$ cat src/rtl/pwrseq_pkg.sv
`timescale 1ns/1ps
package pwrseq_pkg;

    typedef enum logic [2:0] {
        PS_SEALED  = 3'd0,
        PS_NORMAL  = 3'd1,
        PS_PROTECT = 3'd2,
        PS_BACKUP  = 3'd3,
        PS_RECOVER = 3'd4
    } pwr_state_e;

    localparam int NUM_FLAGS = 2;
    localparam int FLAG_TRIP = 0;
    localparam int FLAG_SW   = 1;

    typedef struct packed {
        logic ce_n;
        logic we_n;
        logic oe_n;
    } strobes_t;

    function automatic logic is_guarded(pwr_state_e s);
        return s != PS_NORMAL;
    endfunction

    function automatic logic host_reads(strobes_t h);
        return !h.ce_n && !h.oe_n && h.we_n;
    endfunction

endpackage

$ cat src/rtl/pwrseq_lvl_filter.sv
`timescale 1ns/1ps
module pwrseq_lvl_filter #(
    parameter int WIDTH      = 2,
    parameter int FILT_TICKS = 4
) (
    input  logic             clk,
    input  logic             rst,
    input  logic [WIDTH-1:0] raw_i,
    output logic [WIDTH-1:0] clean_o
);
    localparam int CW = (FILT_TICKS < 2) ? 1 : $clog2(FILT_TICKS + 1);

    for (genvar g = 0; g < WIDTH; g++) begin : g_flag
        logic [1:0]    sync_q;
        logic          stable_q;
        logic [CW-1:0] run_q;

        always_ff @(posedge clk) begin
            if (rst) begin
                sync_q   <= '0;
                stable_q <= 1'b0;
                run_q    <= '0;
            end else begin
                sync_q <= {sync_q[0], raw_i[g]};
                if (sync_q[1] == stable_q) begin
                    run_q <= '0;
                end else if (run_q == CW'(FILT_TICKS - 1)) begin
                    stable_q <= sync_q[1];
                    run_q    <= '0;
                end else begin
                    run_q <= run_q + 1'b1;
                end
            end
        end

        assign clean_o[g] = stable_q;
    end

endmodule

$ cat src/rtl/pwrseq_seal.sv
`timescale 1ns/1ps
module pwrseq_seal (
    input  logic clk,
    input  logic factory_rst,
    input  logic arm_i,
    output logic armed_o
);
    logic armed_q;

    always_ff @(posedge clk) begin
        if (factory_rst) begin
            armed_q <= 1'b0;
        end else if (arm_i) begin
            armed_q <= 1'b1;
        end
    end

    assign armed_o = armed_q;

endmodule

$ cat src/rtl/pwrseq_fsm.sv
`timescale 1ns/1ps
module pwrseq_fsm
    import pwrseq_pkg::*;
#(
    parameter int RECOVER_TICKS = 1000
) (
    input  logic       clk,
    input  logic       rst,
    input  logic       factory_rst,
    input  logic       trip_ok_i,
    input  logic       sw_ok_i,
    input  logic       armed_i,
    output pwr_state_e state_o,
    output logic       arm_o,
    output logic       bat_sel_o
);
    localparam int RW = (RECOVER_TICKS < 2) ? 1 : $clog2(RECOVER_TICKS + 1);

    pwr_state_e    state_q;
    pwr_state_e    state_d;
    logic [RW-1:0] rec_q;
    logic          rec_done;

    assign rec_done = (rec_q == RW'(RECOVER_TICKS - 1));

    always_comb begin
        state_d = state_q;
        unique case (state_q)
            PS_SEALED:  if (trip_ok_i) state_d = PS_RECOVER;
            PS_NORMAL:  if (!trip_ok_i) state_d = PS_PROTECT;
            PS_PROTECT: begin
                if (!sw_ok_i)      state_d = PS_BACKUP;
                else if (trip_ok_i) state_d = PS_RECOVER;
            end
            PS_BACKUP:  if (sw_ok_i) state_d = PS_PROTECT;
            PS_RECOVER: begin
                if (!trip_ok_i)    state_d = PS_PROTECT;
                else if (rec_done) state_d = PS_NORMAL;
            end
            default:    state_d = PS_PROTECT;
        endcase
    end

    always_ff @(posedge clk) begin
        if (factory_rst) begin
            state_q <= PS_SEALED;
            rec_q   <= '0;
        end else if (rst) begin
            state_q <= armed_i ? PS_PROTECT : PS_SEALED;
            rec_q   <= '0;
        end else begin
            state_q <= state_d;
            if (state_q == PS_RECOVER && state_d == PS_RECOVER) begin
                rec_q <= rec_q + 1'b1;
            end else begin
                rec_q <= '0;
            end
        end
    end

    assign state_o   = state_q;
    assign arm_o     = (state_q == PS_SEALED) && trip_ok_i && !rst;
    assign bat_sel_o = (state_q == PS_BACKUP) && armed_i;

endmodule

$ cat src/rtl/pwrseq_gate.sv
`timescale 1ns/1ps
module pwrseq_gate
    import pwrseq_pkg::*;
(
    input  pwr_state_e state_i,
    input  strobes_t   host_i,
    output strobes_t   mem_o,
    output logic       dq_hiz_o
);
    logic guard;

    assign guard      = is_guarded(state_i);
    assign mem_o.ce_n = host_i.ce_n | guard;
    assign mem_o.we_n = host_i.we_n | guard;
    assign mem_o.oe_n = host_i.oe_n | guard;
    assign dq_hiz_o   = guard | !host_reads(host_i);

endmodule

$ cat src/rtl/supply_fail_guard.sv
`timescale 1ns/1ps
module supply_fail_guard
    import pwrseq_pkg::*;
#(
    parameter int FILT_TICKS    = 4,
    parameter int RECOVER_TICKS = 15_625_000
) (
    input  logic       clk,
    input  logic       rst,
    input  logic       factory_rst,
    input  logic       vtrip_ok_i,
    input  logic       vsw_ok_i,
    input  logic       host_ce_n_i,
    input  logic       host_we_n_i,
    input  logic       host_oe_n_i,
    output logic       mem_ce_n_o,
    output logic       mem_we_n_o,
    output logic       mem_oe_n_o,
    output logic       dq_hiz_o,
    output logic       bat_sel_o,
    output logic       armed_o,
    output logic [2:0] mode_o
);
    logic                 any_rst;
    logic [NUM_FLAGS-1:0] raw_flags;
    logic [NUM_FLAGS-1:0] clean_flags;
    logic                 trip_clean;
    logic                 sw_clean;
    logic                 arm_req;
    logic                 armed;
    pwr_state_e           state;
    strobes_t             host_s;
    strobes_t             mem_s;

    assign any_rst              = rst | factory_rst;
    assign raw_flags[FLAG_TRIP] = vtrip_ok_i;
    assign raw_flags[FLAG_SW]   = vsw_ok_i;
    assign trip_clean           = clean_flags[FLAG_TRIP];
    assign sw_clean             = clean_flags[FLAG_SW];

    pwrseq_lvl_filter #(
        .WIDTH      (NUM_FLAGS),
        .FILT_TICKS (FILT_TICKS)
    ) u_filter (
        .clk     (clk),
        .rst     (any_rst),
        .raw_i   (raw_flags),
        .clean_o (clean_flags)
    );

    pwrseq_seal u_seal (
        .clk         (clk),
        .factory_rst (factory_rst),
        .arm_i       (arm_req),
        .armed_o     (armed)
    );

    pwrseq_fsm #(
        .RECOVER_TICKS (RECOVER_TICKS)
    ) u_fsm (
        .clk         (clk),
        .rst         (rst),
        .factory_rst (factory_rst),
        .trip_ok_i   (trip_clean),
        .sw_ok_i     (sw_clean),
        .armed_i     (armed),
        .state_o     (state),
        .arm_o       (arm_req),
        .bat_sel_o   (bat_sel_o)
    );

    assign host_s.ce_n = host_ce_n_i;
    assign host_s.we_n = host_we_n_i;
    assign host_s.oe_n = host_oe_n_i;

    pwrseq_gate u_gate (
        .state_i  (state),
        .host_i   (host_s),
        .mem_o    (mem_s),
        .dq_hiz_o (dq_hiz_o)
    );

    assign mem_ce_n_o = mem_s.ce_n;
    assign mem_we_n_o = mem_s.we_n;
    assign mem_oe_n_o = mem_s.oe_n;
    assign armed_o    = armed;
    assign mode_o     = state;

endmodule

$ cat config.mk
export PLATFORM = sky130hd
export DESIGN_NAME = supply_fail_guard
export DESIGN_NICKNAME = d
export VERILOG_FILES = /design/src/rtl/pwrseq_pkg.sv /design/src/rtl/pwrseq_lvl_filter.sv /design/src/rtl/pwrseq_seal.sv /design/src/rtl/pwrseq_fsm.sv /design/src/rtl/pwrseq_gate.sv /design/src/rtl/supply_fail_guard.sv
export SDC_FILE = /design/constraint.sdc
export NUM_CORES = 1
export LEC_CHECK = 0
export CORE_MARGIN = 2
export CORE_UTILIZATION = 55
export DETAILED_ROUTE_END_ITERATION = 8
export GPL_TIMING_DRIVEN = 1
export HOLD_SLACK_MARGIN = 0.15
export PLACE_DENSITY_LB_ADDON = 0.15
export SYNTH_ARGS = -nofsm -noshare
export SYNTH_HDL_FRONTEND = slang
export SYNTH_SLANG_ARGS = --single-unit
export TNS_END_PERCENT = 5
$ cat constraint.sdc
create_clock -name clk -period 2.55 [get_ports clk]
set_input_delay 0.3825 -clock clk [delete_from_list [all_inputs] [get_ports clk]]
set_output_delay 0.3825 -clock clk [all_outputs]
set_load 0.01 [all_outputs]
### After elaboration in Yosys (flattened, before gate mapping)

Index checks and enable logic that the tools add are counted.

| cells by class | value |
|---|---|
| $add $sub $neg | 3 |
| equality and inequality tests | 11 |
| muxes and demuxes | 9 |
| bitwise gates (word level) | 8 |
| reduce and logical (&&, ||, !) cells | 16 |

Operators by type and width:

| operator | number |
|---|---|
| adder 24 x 1 -> 24 bit (second input constant) | 1 |
| equality test 24 bit (second input constant) | 1 |
| 2-to-1 mux 3 bit | 7 |
| one-hot mux 3 bit (5 select lines) | 1 |
| equality test 3 x 2 -> 1 bit (second input constant) | 4 |
| OR reduction 3 bit | 3 |
| adder 3 x 1 -> 3 bit (second input constant) | 2 |
| equality test 3 bit (second input constant) | 2 |
| logical AND 1 bit | 6 |
| OR 1 bit | 5 |
| logical NOT 1 bit | 4 |
| AND reduction 2 bit | 2 |
| equality test 3 x 1 -> 1 bit (second input constant) | 1 |
| logical NOT 3 bit | 1 |
| != test 3 x 1 -> 1 bit (second input constant) | 1 |
| inverter 1 bit | 3 |
| equality test 1 bit | 2 |
| 2-to-1 mux 2 bit | 1 |

| storage, ports and cells | value |
|---|---|
| register bits | 40 |
| input bits | 8 |
| output and inout bits | 9 |
| word-level logic and storage cells | 56 |

### Longest topological paths before layout

| logic depth | value |
|---|---|
| word-level depth | 8 |
| depth in mapped cells | 6 |

### Hierarchy

From an unflattened synthesis, not the netlist that was laid out.

| unflattened totals | value |
|---|---|
| cells, all modules | 190 |
| area total of the unflattened synthesis | 1774.2 µm² |

Modules (own cells, without submodules):

| module | times used | cells each | area each (µm²) | seq. area each (µm²) |
|---|---|---|---|---|
| pwrseq_fsm | 1 | 145 | 1237.4 | 540.5 |
| pwrseq_lvl_filter | 1 | 37 | 451.7 | 240.2 |
| pwrseq_gate | 1 | 5 | 48.8 | 0.0 |
| pwrseq_seal | 1 | 2 | 30.0 | 20.0 |
| supply_fail_guard | 1 | 1 | 6.3 | 0.0 |

### Worst setup path after synthesis

No wires, ideal clock.

| timing path | value |
|---|---|
| path kind | reg-to-output |
| from | register u_fsm.state_q[1], in the netlist u_fsm.state_o[1] |
| to | output port dq_hiz_o |
| arrival | 1.572 ns |
| data required time | 2.168 ns |
| slack | 0.596 ns |
| cell stages (with the launch flop) | 6 |
| buffers on the path | 1 |
| path through | dfxtp_1 > clkbuf_1 > nor2_1 > nand2_1 > or2_2 > or3b_2 |

| between the ends | value |
|---|---|
| word-level cells in the longest chain between the ends | 2 |

RTL lines:

| item | RTL line | text |
|---|---|---|
| from (decl) | pwrseq_fsm.sv:19 | `pwr_state_e state_q;` |
| from (signal assigned) | pwrseq_fsm.sv:49 | `state_q <= armed_i ? PS_PROTECT : PS_SEALED;` |
| from (signal assigned) | pwrseq_fsm.sv:52 | `state_q <= state_d;` |
| != test 3 x 1 -> 1 bit | pwrseq_pkg.sv:23 | `return s != PS_NORMAL;` |
| OR 1 bit | pwrseq_gate.sv:16 | `assign dq_hiz_o = guard \| !host_reads(host_i);` |
| to (decl) | supply_fail_guard.sv:19 | `output logic dq_hiz_o,` |

No other way between the ends.

### Worst setup path in the final report

| timing path | value |
|---|---|
| from | register u_fsm.state_q[2], in the netlist u_fsm.state_o[2] |
| to | output port dq_hiz_o |

The elaborated chain is that of the path after synthesis.

==> flow_summary.json <==
{
  "detail_route.wl_per_cell_um": 12.33,
  "hp-class": "reg -> reg",
  "finalHoldViolations": 0,
  "cts_buffers": 5,
  "synth_flop_cell": "dfxtp_1",
  "die_width_um": 61.67,
  "clock.fmax_mhz": 422.5,
  "start_util": 0.5895,
  "fin_crit_ns": 2.367,
  "async_flop_share": 0,
  "max_slew_margin": 0.7618,
  "skew_ns": 0.01304,
  "syn_nets": 217,
  "grtUsageTotal": 0.1990,
  "rows": 20,
  "ys_types": 40,
  "antenna_found_initial": 0,
  "cp-start-kind": "flop",
  "diodes": 0,
  "antenna_left": 0,
  "p_int_uw": 842.7,
  "seq_area_um2": 802.0,
  "fin_crit_sh": 0.9282,
  "ctsHoldBuffers": 0,
  "slew_viol_final": 0,
  "die_height_um": 61.67,
  "drc": 0,
  "place_inst": 259,
  "routed_wl_um": 3293,
  "cts.clk_slew.worst_paths_ns": 0.12,
  "crit_required_ns": 2.17,
  "clock_latency_ns": 0.35,
  "cts_root_buf": "clkbuf_4",
  "run_status": "complete, no violations",
  "overflow": 0,
  "setup_slack_ns": 0.1832,
  "first_global_vias": 1310,
  "dp_worst_setup_slack_ns": 0.1431,
  "p_clk_frac": 0.385,
  "dieArea_um2": 3803,
  "drive_gt1_frac": 0.1076,
  "synth_area_um2": 1829,
  "synth_edf_count": 0,
  "drv_cap": 0,
  "worstPathArrival_ns": 1.98,
  "swShare": 0.1971,
  "final_cells": 267,
  "place_congestion": 0.8366,
  "layout.nets": 235,
  "syn_to_final_growth_pct": 14.77,
  "synth_seq_cells": 40,
  "endpoint_kind": "output port",
  "power_density_nw_per_um2": 499.9,
  "grt_setup_unrepaired": "false",
  "worstMarginPinSlew_ns": 0.3559,
  "drtIter0Drc": 68,
  "ios": 17,
  "cp_max_fo": 10,
  "power_frac_comb": 0.017,
  "nFillCells": 283,
  "crit_type": "reg -> out",
  "via_per_inst": 5.491,
  "coreArea_um2": 3103,
  "p_sw_uw": 206.8,
  "grt_first_pass_wirelength_um": 5492,
  "p_leak_uw": 0.0006623,
  "grt_max_degree": 24,
  "yosysWarnings": 0,
  "cts_setup_buffers": 0,
  "syn_inst": 204,
  "avgSynthCellArea_um2": 8.967,
  "via_count": 1466,
  "tns_ns": 0,
  "first_pass_iters": 4,
  "reg2reg_depth": 5,
  "cts_tree": "yes",
  "cts_sinks": 40,
  "min_path_cells": 1,
  "ys_seq_area_frac": 0.4378,
  "ir_drop_uv": 334.6,
  "power_frac_seq": 0.598,
  "portBuffers": 16,
  "multi_input_area_um2": 950.9,
  "hpwl_um": 2527,
  "ctsHtreeMaxLevel": 2,
  "clk_path_buf_depth": 2,
  "setup_viol": 0
}
critical path: stages (launching register included):
cell	delay [ns]
dfxtp_2	0.38
nor2_2	0.13
nand2_1	0.08
or2_2	0.29
or3b_2	0.45
dlygate4sd2_1	0.29
power by group through the flow:
stage               combinational (uW)  sequential, uW  clock, uW
finish                            18.3             627        404
detailed placement                18.3             641          0
floorplan                         5.26             641          0
CTS                               18.2             627        419
global placement                  17.5             641          0
global route                      19.6             628        448
through the flow:
stage	util	cell area (um^2)	hold slack (ns)	power [uW]
final	0.6766	2100	0.4308	1050
after global routing	0.6766	2100	0.4545	1095
after CTS	0.6766	2100	0.4351	1065
after detailed placement	0.6500	2017	0.4195	659.7
after global placement	0.6500	2017	0.4069	658.8
after floorplan	-	1829	0.3990	646.4
cell usage after synthesis (2+ instances only):
master    number  share of area
and4b_1        2          0.011
dfxtp_1       40           0.44
and3_1         3          0.010
buf_6          2          0.012
inv_1         10          0.021
or3_1          7          0.024
o21bai_1       2         0.0082
or4_1          6          0.025
xnor2_1       11          0.053
ha_1           5          0.034
clkbuf_1       4         0.0082
nor2_1        28          0.057
and2_1         5          0.017
xor2_1         4          0.019
nor3_1         6          0.016
nand3_1       10          0.027
nand4_1        3          0.010
o21ai_0        4          0.011
mux2i_1        3          0.016
a21oi_1       11          0.030
or2_2          6          0.021
nand2_1        9          0.018
o31ai_1        5          0.021
nor2b_1        2         0.0068
state kept, by name, summed over array words and instances (netlist names):
name / cells
u_filter.g_flag.stable_q: 2
u_fsm.rec_q: 24
u_filter.g_flag.sync_q: 4
u_filter.g_flag.run_q: 6
u_seal.armed_o: 1
u_fsm.state_o: 3
cell usage in the layout, fill, tap and decap left out, types with 7 or more instances in the layout:
cell / count
a21oi_1: 11
clkdlybuf4s50_1: 15
dfxtp_1: 39
inv_1: 10
nand2_1: 9
nand3_1: 10
nor2_1: 27
or3_1: 7
xnor2_1: 11
cell type report:
type                       count  share of cell area
tap                           44             0.02622
clock inverter                 3             0.02026
multi-input combinational    147              0.4529
timing repair buffer          18             0.08284
clock buffer                   5             0.01788
sequential                    40              0.3820
inverter                      10             0.01788
final timing paths:
kind                                     startpoint                                endpoint  slack (ns)
min reg2reg  u_filter.g_flag[1].run_q[0]$_SDFF_PP0_  u_filter.g_flag[1].run_q[0]$_SDFF_PP0_        0.43
max                     u_fsm.state_o[2]$_SDFF_PP0_                                dq_hiz_o        0.18
max reg2reg              u_fsm.rec_q[16]$_SDFF_PP0_               u_fsm.rec_q[7]$_SDFF_PP0_        0.45
min          u_filter.g_flag[1].run_q[0]$_SDFF_PP0_  u_filter.g_flag[1].run_q[0]$_SDFF_PP0_        0.43
per-layer routing:
layer / up-vias / wire length (um) / track usage
li1: 752 / - / -
met1: 684 / 1493 / 0.2370
met2: 23 / 1597 / 0.3248
met3: 7 / 138 / 0.07143
met4: 0 / 64 / 0.08207
met5: - / 0 / 0
repair_timing:
item                                   CTS  global route
setup endpoints to repair                1             0
resized for setup                        3             0
endpoints found under the hold margin    0             0
kinds of logic after synthesis:
group,Yosys count,synth area share
adder cells (fa/ha/maj),5,0.03420
buffers and inverters,17,0.04377
AND/OR/NAND/NOR,97,0.3003
AO/OA/AOI/OAI,27,0.09577
XOR/XNOR,15,0.07182
multiplexers,3,0.01642
flip-flops,40,0.4378
Note: power is estimated with default switching activity, not from simulation.
